`src/rtl/cseq_pkg.sv`:
```
package cseq_pkg;

    typedef struct packed {
        logic pf;
        logic sf;
        logic zf;
        logic of;
        logic cf;
    } flags_t;

    typedef enum logic [3:0] {
        CC_ALWAYS = 4'd0,
        CC_CARRY  = 4'd1,
        CC_OVF    = 4'd2,
        CC_ZERO   = 4'd3,
        CC_SIGN   = 4'd4,
        CC_PAR    = 4'd5,
        CC_ABOVE  = 4'd6,
        CC_AEQ    = 4'd7,
        CC_BELOW  = 4'd8,
        CC_BEQ    = 4'd9,
        CC_GT     = 4'd10,
        CC_GE     = 4'd11,
        CC_LT     = 4'd12,
        CC_LE     = 4'd13,
        CC_CNTZ   = 4'd14,
        CC_RSVD   = 4'd15
    } cc_e;

    typedef struct packed {
        logic inv;
        cc_e  code;
    } cond_t;

    typedef enum logic [2:0] {
        ST_IDLE,
        ST_EVAL,
        ST_EXEC,
        ST_DEC,
        ST_DONE
    } seq_state_e;

    function automatic logic cc_test(cc_e c, flags_t f, logic cnt_zero);
        logic r;
        unique case (c)
            CC_ALWAYS: r = 1'b1;
            CC_CARRY:  r = f.cf;
            CC_OVF:    r = f.of;
            CC_ZERO:   r = f.zf;
            CC_SIGN:   r = f.sf;
            CC_PAR:    r = f.pf;
            CC_ABOVE:  r = !(f.cf || f.zf);
            CC_AEQ:    r = !f.cf;
            CC_BELOW:  r = f.cf;
            CC_BEQ:    r = f.cf || f.zf;
            CC_GT:     r = !f.zf && (f.sf == f.of);
            CC_GE:     r = (f.sf == f.of);
            CC_LT:     r = (f.sf != f.of);
            CC_LE:     r = f.zf || (f.sf != f.of);
            CC_CNTZ:   r = cnt_zero;
            default:   r = 1'b0;
        endcase
        return r;
    endfunction

endpackage

```
`src/rtl/cseq_cond_eval.sv`:
```
module cseq_cond_eval
    import cseq_pkg::*;
(
    input  cond_t  cond_i,
    input  flags_t flags_i,
    input  logic   cnt_zero_i,
    output logic   pass_o,
    output logic   illegal_o
);

    always_comb begin
        illegal_o = (cond_i.code == CC_RSVD);
        pass_o    = !illegal_o && (cond_i.inv ^ cc_test(cond_i.code, flags_i, cnt_zero_i));
    end

endmodule

```
`src/rtl/cseq_ctrl.sv`:
```
module cseq_ctrl
    import cseq_pkg::*;
(
    input  logic clk,
    input  logic rst,
    input  logic start_i,
    input  logic rep_i,
    input  logic pass_i,
    input  logic illegal_i,
    input  logic cnt_zero_i,
    output logic accept_o,
    output logic exec_o,
    output logic dec_o,
    output logic done_o,
    output logic illegal_o
);

    seq_state_e state_q;
    logic       rep_q;
    logic       err_q;

    always_ff @(posedge clk) begin
        if (rst) begin
            state_q <= ST_IDLE;
            rep_q   <= 1'b0;
            err_q   <= 1'b0;
        end else begin
            unique case (state_q)
                ST_IDLE: begin
                    if (start_i) begin
                        rep_q   <= rep_i;
                        err_q   <= 1'b0;
                        state_q <= ST_EVAL;
                    end
                end
                ST_EVAL: begin
                    if (illegal_i) begin
                        err_q   <= 1'b1;
                        state_q <= ST_DONE;
                    end else if (rep_q && cnt_zero_i) begin
                        state_q <= ST_DONE;
                    end else if (pass_i) begin
                        state_q <= ST_EXEC;
                    end else begin
                        state_q <= ST_DONE;
                    end
                end
                ST_EXEC: state_q <= rep_q ? ST_DEC : ST_DONE;
                ST_DEC:  state_q <= ST_EVAL;
                ST_DONE: state_q <= ST_IDLE;
                default: state_q <= ST_IDLE;
            endcase
        end
    end

    always_comb begin
        accept_o  = (state_q == ST_IDLE) && start_i;
        exec_o    = (state_q == ST_EXEC);
        dec_o     = (state_q == ST_DEC);
        done_o    = (state_q == ST_DONE);
        illegal_o = (state_q == ST_DONE) && err_q;
    end

    a_r12_exec_single: assert property (@(posedge clk) disable iff (rst)
        exec_o |=> !exec_o);

    a_r12_outputs_exclusive: assert property (@(posedge clk) disable iff (rst)
        $onehot0({exec_o, dec_o, done_o}));

    a_r9_dec_follows_exec: assert property (@(posedge clk) disable iff (rst)
        dec_o |-> $past(exec_o));

    a_r8_dec_only_on_repeat: assert property (@(posedge clk) disable iff (rst)
        dec_o |-> rep_q);

    a_r7_illegal_with_done: assert property (@(posedge clk) disable iff (rst)
        illegal_o |-> done_o);

    a_r11_fail_no_exec: assert property (@(posedge clk) disable iff (rst)
        (state_q == ST_EVAL && !pass_i) |=> (!exec_o && done_o));

    a_r10_zero_count_ends: assert property (@(posedge clk) disable iff (rst)
        (state_q == ST_EVAL && rep_q && cnt_zero_i) |=> (done_o && !exec_o));

endmodule

```
`src/rtl/cond_rep_seq.sv`:
```
module cond_rep_seq
    import cseq_pkg::*;
#(
    parameter int CNT_W = 16
) (
    input  logic             clk,
    input  logic             rst,
    input  logic             start_i,
    input  logic [4:0]       cond_i,
    input  logic             rep_i,
    input  logic [4:0]       flags_i,
    input  logic [CNT_W-1:0] count_i,
    output logic             exec_o,
    output logic             dec_o,
    output logic             done_o,
    output logic             illegal_o
);

    localparam logic [CNT_W-1:0] CNT_ZERO = '0;

    cond_t  cond_q;
    flags_t flags;
    logic   cnt_zero;
    logic   accept;
    logic   pass;
    logic   bad_code;

    assign flags    = flags_t'(flags_i);
    assign cnt_zero = (count_i == CNT_ZERO);

    always_ff @(posedge clk) begin
        if (rst) begin
            cond_q <= '0;
        end else if (accept) begin
            cond_q <= cond_t'(cond_i);
        end
    end

    cseq_cond_eval u_eval (
        .cond_i     (cond_q),
        .flags_i    (flags),
        .cnt_zero_i (cnt_zero),
        .pass_o     (pass),
        .illegal_o  (bad_code)
    );

    cseq_ctrl u_ctrl (
        .clk        (clk),
        .rst        (rst),
        .start_i    (start_i),
        .rep_i      (rep_i),
        .pass_i     (pass),
        .illegal_i  (bad_code),
        .cnt_zero_i (cnt_zero),
        .accept_o   (accept),
        .exec_o     (exec_o),
        .dec_o      (dec_o),
        .done_o     (done_o),
        .illegal_o  (illegal_o)
    );

    a_r7_reserved_never_passes: assert property (@(posedge clk) disable iff (rst)
        bad_code |-> !pass);

    a_r13_cond_held_while_busy: assert property (@(posedge clk) disable iff (rst)
        (exec_o || dec_o) |=> $stable(cond_q));

endmodule

```
`config.mk`:
```
export PLATFORM = sky130hd
export DESIGN_NAME = cond_rep_seq
export DESIGN_NICKNAME = d
export VERILOG_FILES = /design/src/rtl/cseq_pkg.sv /design/src/rtl/cseq_cond_eval.sv /design/src/rtl/cseq_ctrl.sv /design/src/rtl/cond_rep_seq.sv
export SDC_FILE = /design/constraint.sdc
export NUM_CORES = 1
export LEC_CHECK = 0
export BUFFER_PORTS_ARGS = -buffer_cell sky130_fd_sc_hd__buf_2
export CORE_MARGIN = 5
export CORE_UTILIZATION = 47
export DETAILED_ROUTE_END_ITERATION = 8
export PLACE_DENSITY = 0.79
export SLEW_MARGIN = 25
export SYNTH_ARGS = -nofsm -noshare
export SYNTH_HDL_FRONTEND = slang
export SYNTH_HIERARCHICAL = 1
export SYNTH_SLANG_ARGS = --single-unit
```
`constraint.sdc`:
```
create_clock -name clk -period 3.6 [get_ports clk]
set_clock_uncertainty 0.2 [all_clocks]
set_input_delay 0.18 -clock clk [delete_from_list [all_inputs] [get_ports clk]]
set_output_delay 0.18 -clock clk [all_outputs]
set_load 0.1 [all_outputs]
```
==> flow_metrics.py, run 1 <==
metrics = {
    "run": {
        "cap_violations": 0,
    },
    "placed_design": {
        "place_hpwl_mm": 1.41,
        "globalplace.congestion": 0.724,
        "place_area_um2": 852,
        "portBuffers": 33,
    },
    "layout": {
        "post-route-cell-area_mm2": 0.00103,
        "drive_gt1_frac": 0.323,
        "antenna_cells": 0,
        "areaGrowthSynthToFinish_pct": 47.6,
        "multiInputGateArea_um2": 460,
        "final_core_util": 0.762,
        "nNetsFinal": 164,
        "seq_area_um2": 200,
        "fillCellCount": 91,
    },
    "power": {
        "switching_share": 0.316,
        "power_leakage_nw": 0.464,
        "combPwrFrac": 0.301,
        "p_clk_frac": 0.304,
        "internal_power_mw": 0.233,
        "p_sw_mw": 0.108,
        "power-per-cell-area_mw_per_mm2": 331,
        "fin_total_pwr_mw": 0.341,
        "sequentialPowerShare": 0.395,
        "peakVddDrop_uv": 208,
    },
    "clock_network": {
        "cts.sinks": 10,
        "clock_latency_ns": 0.27,
        "cts_buffer_depth": 2,
        "htreeDepth": 1,
        "cts_buffers": 3,
        "cts_root_buffer": "clkbuf_4",
        "cts_tree": "built",
        "postCtsSetupBuffers": 0,
        "clkSlewWorstSetupHoldPaths_ns": 0.08,
    },
    "sta": {
        "slew-limit-headroom": 0.389,
        "min_period_ns": 2.50,
        "tightest_slew_ns": 0.914,
        "fin_setup_tns_ns": 0,
        "fin_hold_ws_ns": 0.338,
        "rsz0062_at_grt": "false",
        "slew_violations": 0,
        "min_period_over_period": 0.695,
        "setup_viol_count_final": 0,
        "fmax_ghz": 0.400,
        "finalHoldViolCount": 0,
    },
    "global_route": {
        "grt_pass1_wl_mm": 3.51,
        "gr-usage-all-layers": 0.183,
        "grt_pass1_vias": 802,
        "grt_max_degree": 12,
        "grt_overflow_total": 0,
        "antenna_found_initial": 0,
    },
    "synthesis": {
        "synth.largest_area_cell": "dfxtp_1",
        "syn_nets": 116,
        "synth_flop_cell": "dfxtp_1",
        "synthArstFlopShare": 0,
        "ys.warnings.count": 6,
        "synthTopCellsByArea": "dfxtp_1 (29%), mux2i_1 (11%), nor2_1 (7.0%)",
        "ys_seq_elements": 10,
        "synth_edf_count": 0,
        "ys_top_cells_by_count": "nor2_1 (13), dfxtp_1 (10), mux2i_1 (8)",
        "syn_avg_cell_area_um2": 8.10,
        "yosysSeqAreaShare": 0.287,
        "syn-cell-area_um2": 697,
        "yosysMostFrequentCell": "nor2_1",
        "synth.distinct_cells": 39,
        "synth_cells": 86,
        "yosysTopAreaCellShare": 0.287,
    },
    "die": {
        "die_w_um": 48.5,
        "design.die.area_mm2": 0.00235,
        "die_h_um": 48.5,
        "pin_count": 34,
        "design.core.area_mm2": 0.00135,
        "initial_core_util": 0.516,
        "fp-row-count": 13,
    },
    "worst_hold_path": {
        "min_path_type": "register to register",
        "min_path_cells": 2,
        "hp-start": "u_ctrl/rep_q",
    },
    "drt": {
        "drc": 0,
        "via_per_inst": 5.77,
        "dr.first_iter.drc_count": 24,
        "via_count": 854,
        "drt-total-wl_mm": 2.14,
        "antenna_left": 0,
        "wire_per_inst_um": 14.5,
        "drt_first_pass_iters": 4,
    },
    "worst_setup_path": {
        "crit_start": "start_i",
        "cp_max_fo": 6,
        "r2r_start": "u_ctrl/state_q[1]",
        "start_kind": "input port",
        "crit_path_frequent_cell": "dlygate4sd3_1",
        "crit_type": "input port to register",
        "r2r_cells": 4,
        "slowest_stage": "nor4b_2",
        "required_ns": 3.56,
        "cp-end-kind": "register",
        "cp_cell_sequence": "dlygate4sd3_1 > buf_2 > nor4b_2 > mux2i_1 > nor2_1 > dlygate4sd3_1",
        "arrival_ns": 2.46,
        "cpPeakStageDelay_ns": 0.74,
    },
    "run_status": {
        "status": "completed",
    },
}
==> worst max-delay path: cells and delay by family <==
| kind | cells | cell delay (ns) |
|---|---|---|
| and+or+nand+nor | 2 | 0.81 |
| muxes | 1 | 0.28 |
| buffers and inverters | 3 | 1.20 |
==> worst paths after layout <==
kind | slack (ns) | to
min reg2reg | 0.34 | u_ctrl/state_q[1]
min | 0.34 | u_ctrl/state_q[1]
max | 1.10 | cond_q[1]
max reg2reg | 1.14 | cond_q[1]
==> state kept, by name (all words and copies together), names as in the netlist <==
signal          count
cond_q              5
u_ctrl/err_q        1
u_ctrl/rep_q        1
u_ctrl/state_q      3
==> kinds of logic (layout without fill, tap and decap cells) <==
kind of cell | Yosys count | count (layout) | share of synthesized area
AND/OR/NAND/NOR | 43 | 43 | 0.366
buffers and inverters | 6 | 53 | 0.0521
AO/OA/AOI/OAI | 18 | 18 | 0.167
multiplexers | 8 | 8 | 0.115
XOR/XNOR | 1 | 1 | 0.0126
flip-flops | 10 | 10 | 0.287
==> power by group through the flow <==
stage	sequential [mW]	clock [mW]	combinational [mW]
finish	0.134	0.104	0.103
detailed placement	0.137	0	0.0855
floorplan	0.129	0	0.0679
global placement	0.136	0	0.0822
global route	0.137	0.116	0.111
CTS	0.134	0.104	0.0998
==> layer usage <==
metal  vias to the layer above  GRT usage  part of all wire
li1                        414          -                 -
met1                       379      0.205              0.39
met2                        57      0.315              0.50
met3                         4     0.0642              0.10
met4                         0     0.0673             0.012
met5                         -          0                 0
==> cells in the final DEF, fill, tap and decap left out, drive strengths merged, types with 2 or more instances in the layout <==
cell type / n
nor4b: 2
nor3: 2
mux2i: 8
o21ai: 6
and2: 2
buf: 33
or3b: 2
inv: 2
nor2: 13
a21oi: 5
clkbuf: 4
dlygate4sd3: 14
nor4: 4
nand2: 5
and4: 2
dfxtp: 10
==> layout make-up <==
type,instances,share of cell area
multi-input combinational,70,0.448
timing repair buffer,47,0.297
sequential,10,0.195
clock buffer,4,0.0353
tap,15,0.0182
inverter,2,0.00730
==> repair_timing <==
| item | CTS | global route |
|---|---|---|
| setup endpoints to repair | 0 | 0 |
| resized for setup | 0 | 0 |
| hold endpoints to repair | 8 | 0 |
| hold buffers | 14 | 0 |
==> metrics by stage <==
stage | setup WS (ns) | instances
2_1_floorplan | 0.570 | 86
5_1_grt | 1.01 | 148
3_5_place_dp | 1.37 | 130
3_3_place_gp | 1.46 | 130
6_report | 1.10 | 148
4_1_cts | 1.17 | 148
Note: power is estimated with default switching activity, not from simulation.
==> inputs of run 2 (changes only) <==
CORE_UTILIZATION = 44   (was 47)
PLACE_DENSITY = 0.75   (was 0.79)
clock period = 2.45 ns   (was 3.6 ns; I/O delays follow)
==> flow_metrics.py, run 2 (synthesis results as in run 1) <==
metrics = {
    "drt": {
        "wl_met3_um": 150,
        "highest_layer": "met4",
        "dr.first_iter.drc_count": 17,
        "via_per_inst": 5.49,
        "drt-met1-wl_um": 795,
        "drt-total-wl_mm": 1.96,
        "wl_met2_um": 977,
        "drc": 0,
        "via_count": 818,
        "wire_per_inst_um": 13.2,
        "antenna_left": 0,
        "drt_first_pass_iters": 4,
    },
    "layout": {
        "nNetsFinal": 165,
        "layout.cells.most_common": "buf_2",
        "largest_reg_flops": 5,
        "mostFrequentLayoutCells": "buf_2 (33), dlygate4sd3_1 (14), nor2_1 (13)",
        "drive_gt1_frac": 0.331,
        "max_flop_register": "cond_q",
        "antenna_cells": 0,
        "reg_top3": "cond_q x5, u_ctrl/state_q x3",
        "areaGrowthSynthToFinish_pct": 47.6,
    },
    "clock_network": {
        "cts_buffers": 3,
        "post_cts_resized": 0,
        "clock_latency_ns": 0.25,
        "clkSlewWorstSetupHoldPaths_ns": 0.06,
        "cts_root_buffer": "clkbuf_4",
        "cts_buffer_depth": 2,
        "cts_tree": "built",
        "cts.sinks": 10,
        "htreeDepth": 1,
    },
    "placed_design": {
        "portBuffers": 33,
        "globalplace.congestion": 0.903,
        "place_hpwl_mm": 1.35,
    },
    "power": {
        "peakVddDrop_uv": 316,
        "power_leakage_nw": 0.465,
        "power-per-cell-area_mw_per_mm2": 445,
    },
    "worst_hold_path": {
        "min_path_type": "register to register",
        "min_path_cells": 2,
    },
    "global_route": {
        "grt_overflow_total": 0,
        "grt_pass1_wl_mm": 3.25,
        "antenna_found_initial": 0,
        "grt_max_degree": 12,
        "grt_pass1_vias": 772,
        "gr-usage-all-layers": 0.162,
    },
    "sta": {
        "min_period_over_period": 0.905,
        "min_period_ns": 2.22,
        "fin_setup_tns_ns": 0,
        "fmax_ghz": 0.451,
        "setup_viol_count_final": 0,
        "slew_violations": 0,
        "slew-limit-headroom": 0.676,
        "rsz0062_at_grt": "false",
        "tightest_slew_ns": 0.489,
        "finalHoldViolCount": 0,
        "fin_hold_ws_ns": 0.338,
    },
    "worst_setup_path": {
        "cpPeakStageDelay_ns": 0.48,
        "critPathBufInv": 0,
        "r2r_cells": 8,
        "cp_max_fo": 10,
        "start_kind": "register",
        "required_ns": 2.44,
        "arrival_ns": 2.20,
        "cp_cell_sequence": "nor2_1 > a2111oi_0 > o21ai_1 > nand4_1 > mux2i_1 > nand2b_1 > or3b_1 > a21oi_1",
        "crit_family": "simple AND/OR/NAND/NOR gates",
        "cp-end-kind": "register",
        "slowest_stage": "dfxtp_1",
        "crit_type": "register to register",
        "cp.depth": 8,
    },
    "run": {
        "cap_violations": 0,
    },
    "die": {
        "die_h_um": 49.8,
        "die_w_um": 49.8,
        "pin_count": 34,
        "design.die.area_mm2": 0.00248,
        "initial_core_util": 0.463,
        "fp-row-count": 14,
        "design.core.area_mm2": 0.00151,
    },
    "run_status": {
        "status": "completed",
    },
}
==> run 2: changes by cell type in the layout (fill, tap and decap cells not counted), sizes merged <==
cell    delta
buf        +1
clkbuf     -1
==> run 2: path summary, 6_finish.rpt <==
path	from	endpoint	slack [ns]
setup / recovery	cond_q[2]	u_ctrl/state_q[1]	0.23
hold / removal	u_ctrl/err_q	u_ctrl/err_q	0.34
setup reg to reg	cond_q[2]	u_ctrl/state_q[1]	0.23
hold reg to reg	u_ctrl/err_q	u_ctrl/err_q	0.34
==> run 2: final cells by class <==
cell class | count | area [um2]
repair buffers | 48 | 313
clock buffers | 3 | 22.5
well taps | 16 | 20.0
fillers | 111 | 478
flip-flops and latches | 10 | 200
multi-input cells | 70 | 465
inverters | 2 | 7.51
==> run 2: worst min-delay path, stage by stage, from the launching register on <==
cell and delay, ns:
dfxtp_1 0.32, a21oi_1 0.12, nor3_1 0.05
==> run 2: per-layer routing <==
layer / up-vias / GRT usage
met2: 38 / 0.263
li1: 415 / -
met4: 0 / 0.0830
met5: - / 0
met1: 361 / 0.204
met3: 4 / 0.0241
==> run 2: report_power, final <==
part           switching (mW)  internal [mW]  leakage, nW
Clock                  0.0510         0.0565       0.0138
Combinational          0.0712         0.0800        0.369
Sequential             0.0238          0.175       0.0819
==> run 2: metrics by stage <==
step	area (um2)	utilization	cells	setup WS (ns)	total power, mW
2_1_floorplan	702	-	86	0.422	0.289
3_3_place_gp	866	0.575	132	0.347	0.325
3_5_place_dp	866	0.575	132	0.279	0.329
4_1_cts	1030	0.683	149	0.265	0.454
5_1_grt	1030	0.683	149	0.0587	0.484
6_report	1030	0.683	149	0.233	0.457
==> run 2: repair_timing <==
| action | in CTS | in global routing |
|---|---|---|
| hold endpoints to repair | 8 | 0 |
| hold buffers | 14 | 0 |
| buffers inserted | 0 | 0 |
==> inputs of run 3 (changes only) <==
==> constraint.sdc (replaced) <==
create_clock -name clk -period 2.45 [get_ports clk]
set_clock_uncertainty 0.2 [all_clocks]
set_input_delay 0.245 -clock clk [delete_from_list [all_inputs] [get_ports clk]]
set_output_delay 0.245 -clock clk [all_outputs]
set_load 0.1 [all_outputs]
==> flow_metrics.py, run 3 (synthesis results as in run 1) <==
metrics = {
    "run_status": {
        "status": "completed",
    },
    "global_route": {
        "grt_pass1_wl_mm": 2.97,
        "grt.met2_usage": 0.242,
        "grt_overflow_total": 0,
        "use_met1": 0.188,
        "gr-usage-all-layers": 0.148,
        "grt_max_degree": 12,
        "met3_usage": 0.0241,
        "antenna_found_initial": 0,
        "grt_pass1_vias": 745,
        "busiest_layer": "met2",
    },
    "layout": {
        "seq_area_um2": 200,
        "antenna_cells": 0,
        "mostFrequentLayoutCells": "buf_2 (33), nor2_1 (13), dfxtp_1 (10)",
        "multiInputGateArea_um2": 465,
        "drive_gt1_frac": 0.370,
        "areaGrowthSynthToFinish_pct": 27.5,
        "max_flop_register": "cond_q",
        "largest_reg_flops": 5,
        "fillCellCount": 133,
        "final_core_util": 0.590,
        "layout.cells.most_common": "buf_2",
        "reg_top3": "cond_q x5, u_ctrl/state_q x3",
        "nNetsFinal": 151,
    },
    "power": {
        "p_clk_frac": 0.243,
        "combPwrFrac": 0.296,
        "internal_power_mw": 0.293,
        "sequentialPowerShare": 0.461,
        "switching_share": 0.319,
        "p_sw_mw": 0.138,
        "peakVddDrop_uv": 304,
        "power_leakage_nw": 0.394,
        "power-per-cell-area_mw_per_mm2": 485,
    },
    "die": {
        "fp-row-count": 14,
        "die_w_um": 49.8,
        "die_h_um": 49.8,
        "pin_count": 34,
        "initial_core_util": 0.463,
        "design.die.area_mm2": 0.00248,
        "design.core.area_mm2": 0.00151,
    },
    "drt": {
        "via_count": 764,
        "wire_per_inst_um": 12.6,
        "drc": 0,
        "dr.first_iter.drc_count": 17,
        "drt-total-wl_mm": 1.70,
        "antenna_left": 0,
        "via_per_inst": 5.66,
        "drt_first_pass_iters": 4,
    },
    "clock_network": {
        "clkSlewWorstSetupHoldPaths_ns": 0.06,
        "cts_root_buffer": "clkbuf_4",
        "cts.sinks": 10,
        "cts_buffers": 3,
        "post_cts_resized": 0,
        "cts_hold_buf": 0,
        "postCtsSetupBuffers": 0,
        "clock_latency_ns": 0.25,
        "htreeDepth": 1,
        "cts_buffer_depth": 2,
        "cts_tree": "built",
    },
    "sta": {
        "min_period_over_period": 0.934,
        "slew_violations": 0,
        "slew-limit-headroom": 0.677,
        "fmax_ghz": 0.437,
        "fin_setup_tns_ns": 0,
        "tightest_slew_ns": 0.488,
        "rsz0062_at_grt": "false",
        "finalHoldViolCount": 0,
        "min_period_ns": 2.29,
        "setup_viol_count_final": 0,
    },
    "worst_setup_path": {
        "cp-end-kind": "register",
        "crit_type": "register to register",
        "required_ns": 2.44,
        "cp_max_fo": 10,
        "arrival_ns": 2.28,
        "start_kind": "register",
    },
    "placed_design": {
        "place_hpwl_mm": 1.34,
        "portBuffers": 33,
        "globalplace.congestion": 0.837,
    },
    "worst_hold_path": {
        "min_path_type": "input port to register",
    },
    "run": {
        "cap_violations": 0,
    },
}
==> run 3: per-stage QoR <==
step / cell area, um2 / std cells / setup WS, ns / hold slack [ns] / total power [mW]
detailed placement: 866 / 132 / 0.199 / 0.296 / 0.329
finish: 888 / 135 / 0.161 / 0.0312 / 0.431
floorplan: 702 / 86 / 0.342 / 0.117 / 0.289
global placement: 866 / 132 / 0.270 / 0.277 / 0.325
global route: 888 / 135 / 0.0741 / 0.0373 / 0.462
CTS: 888 / 135 / 0.225 / 0.0271 / 0.435
==> run 3: layout make-up <==
type / count / area share
Multi-Input combinational cell: 70 / 0.524
Inverter: 2 / 0.00845
Tap cell: 16 / 0.0225
Sequential cell: 10 / 0.225
Timing Repair Buffer: 34 / 0.194
Clock buffer: 3 / 0.0254
==> run 3: worst paths after layout <==
kind              startpoint                 to  slack [ns]  cells after the start
hold reg to reg    cond_q[4]          cond_q[4]        0.33                      2
setup reg to reg   cond_q[2]  u_ctrl/state_q[1]        0.16                      8
hold / removal         rep_i       u_ctrl/rep_q        0.03                      3
setup / recovery   cond_q[2]  u_ctrl/state_q[1]        0.16                      8
==> run 3: critical path, cell delays in order, from the launching register on <==
cell,delay (ns)
dfxtp_1,0.49
nor2_1,0.09
a2111oi_0,0.41
o21ai_1,0.13
nand4_1,0.13
mux2i_1,0.18
nand2b_1,0.08
or3b_1,0.38
a21oi_1,0.13
==> run 3: layer usage <==
metal  routed length [um]  share of wire
met5                    0              0
met4                   36          0.021
met3                  131          0.077
met2                  790           0.47
met1                  738           0.44
==> run 3: power groups by stage <==
stage | Clock, mW | Combinational [mW] | Sequential, mW
3_3_place_gp | 0 | 0.124 | 0.201
3_5_place_dp | 0 | 0.127 | 0.202
2_1_floorplan | 0 | 0.100 | 0.189
5_1_grt | 0.117 | 0.143 | 0.202
4_1_cts | 0.108 | 0.128 | 0.198
6_report | 0.105 | 0.128 | 0.199
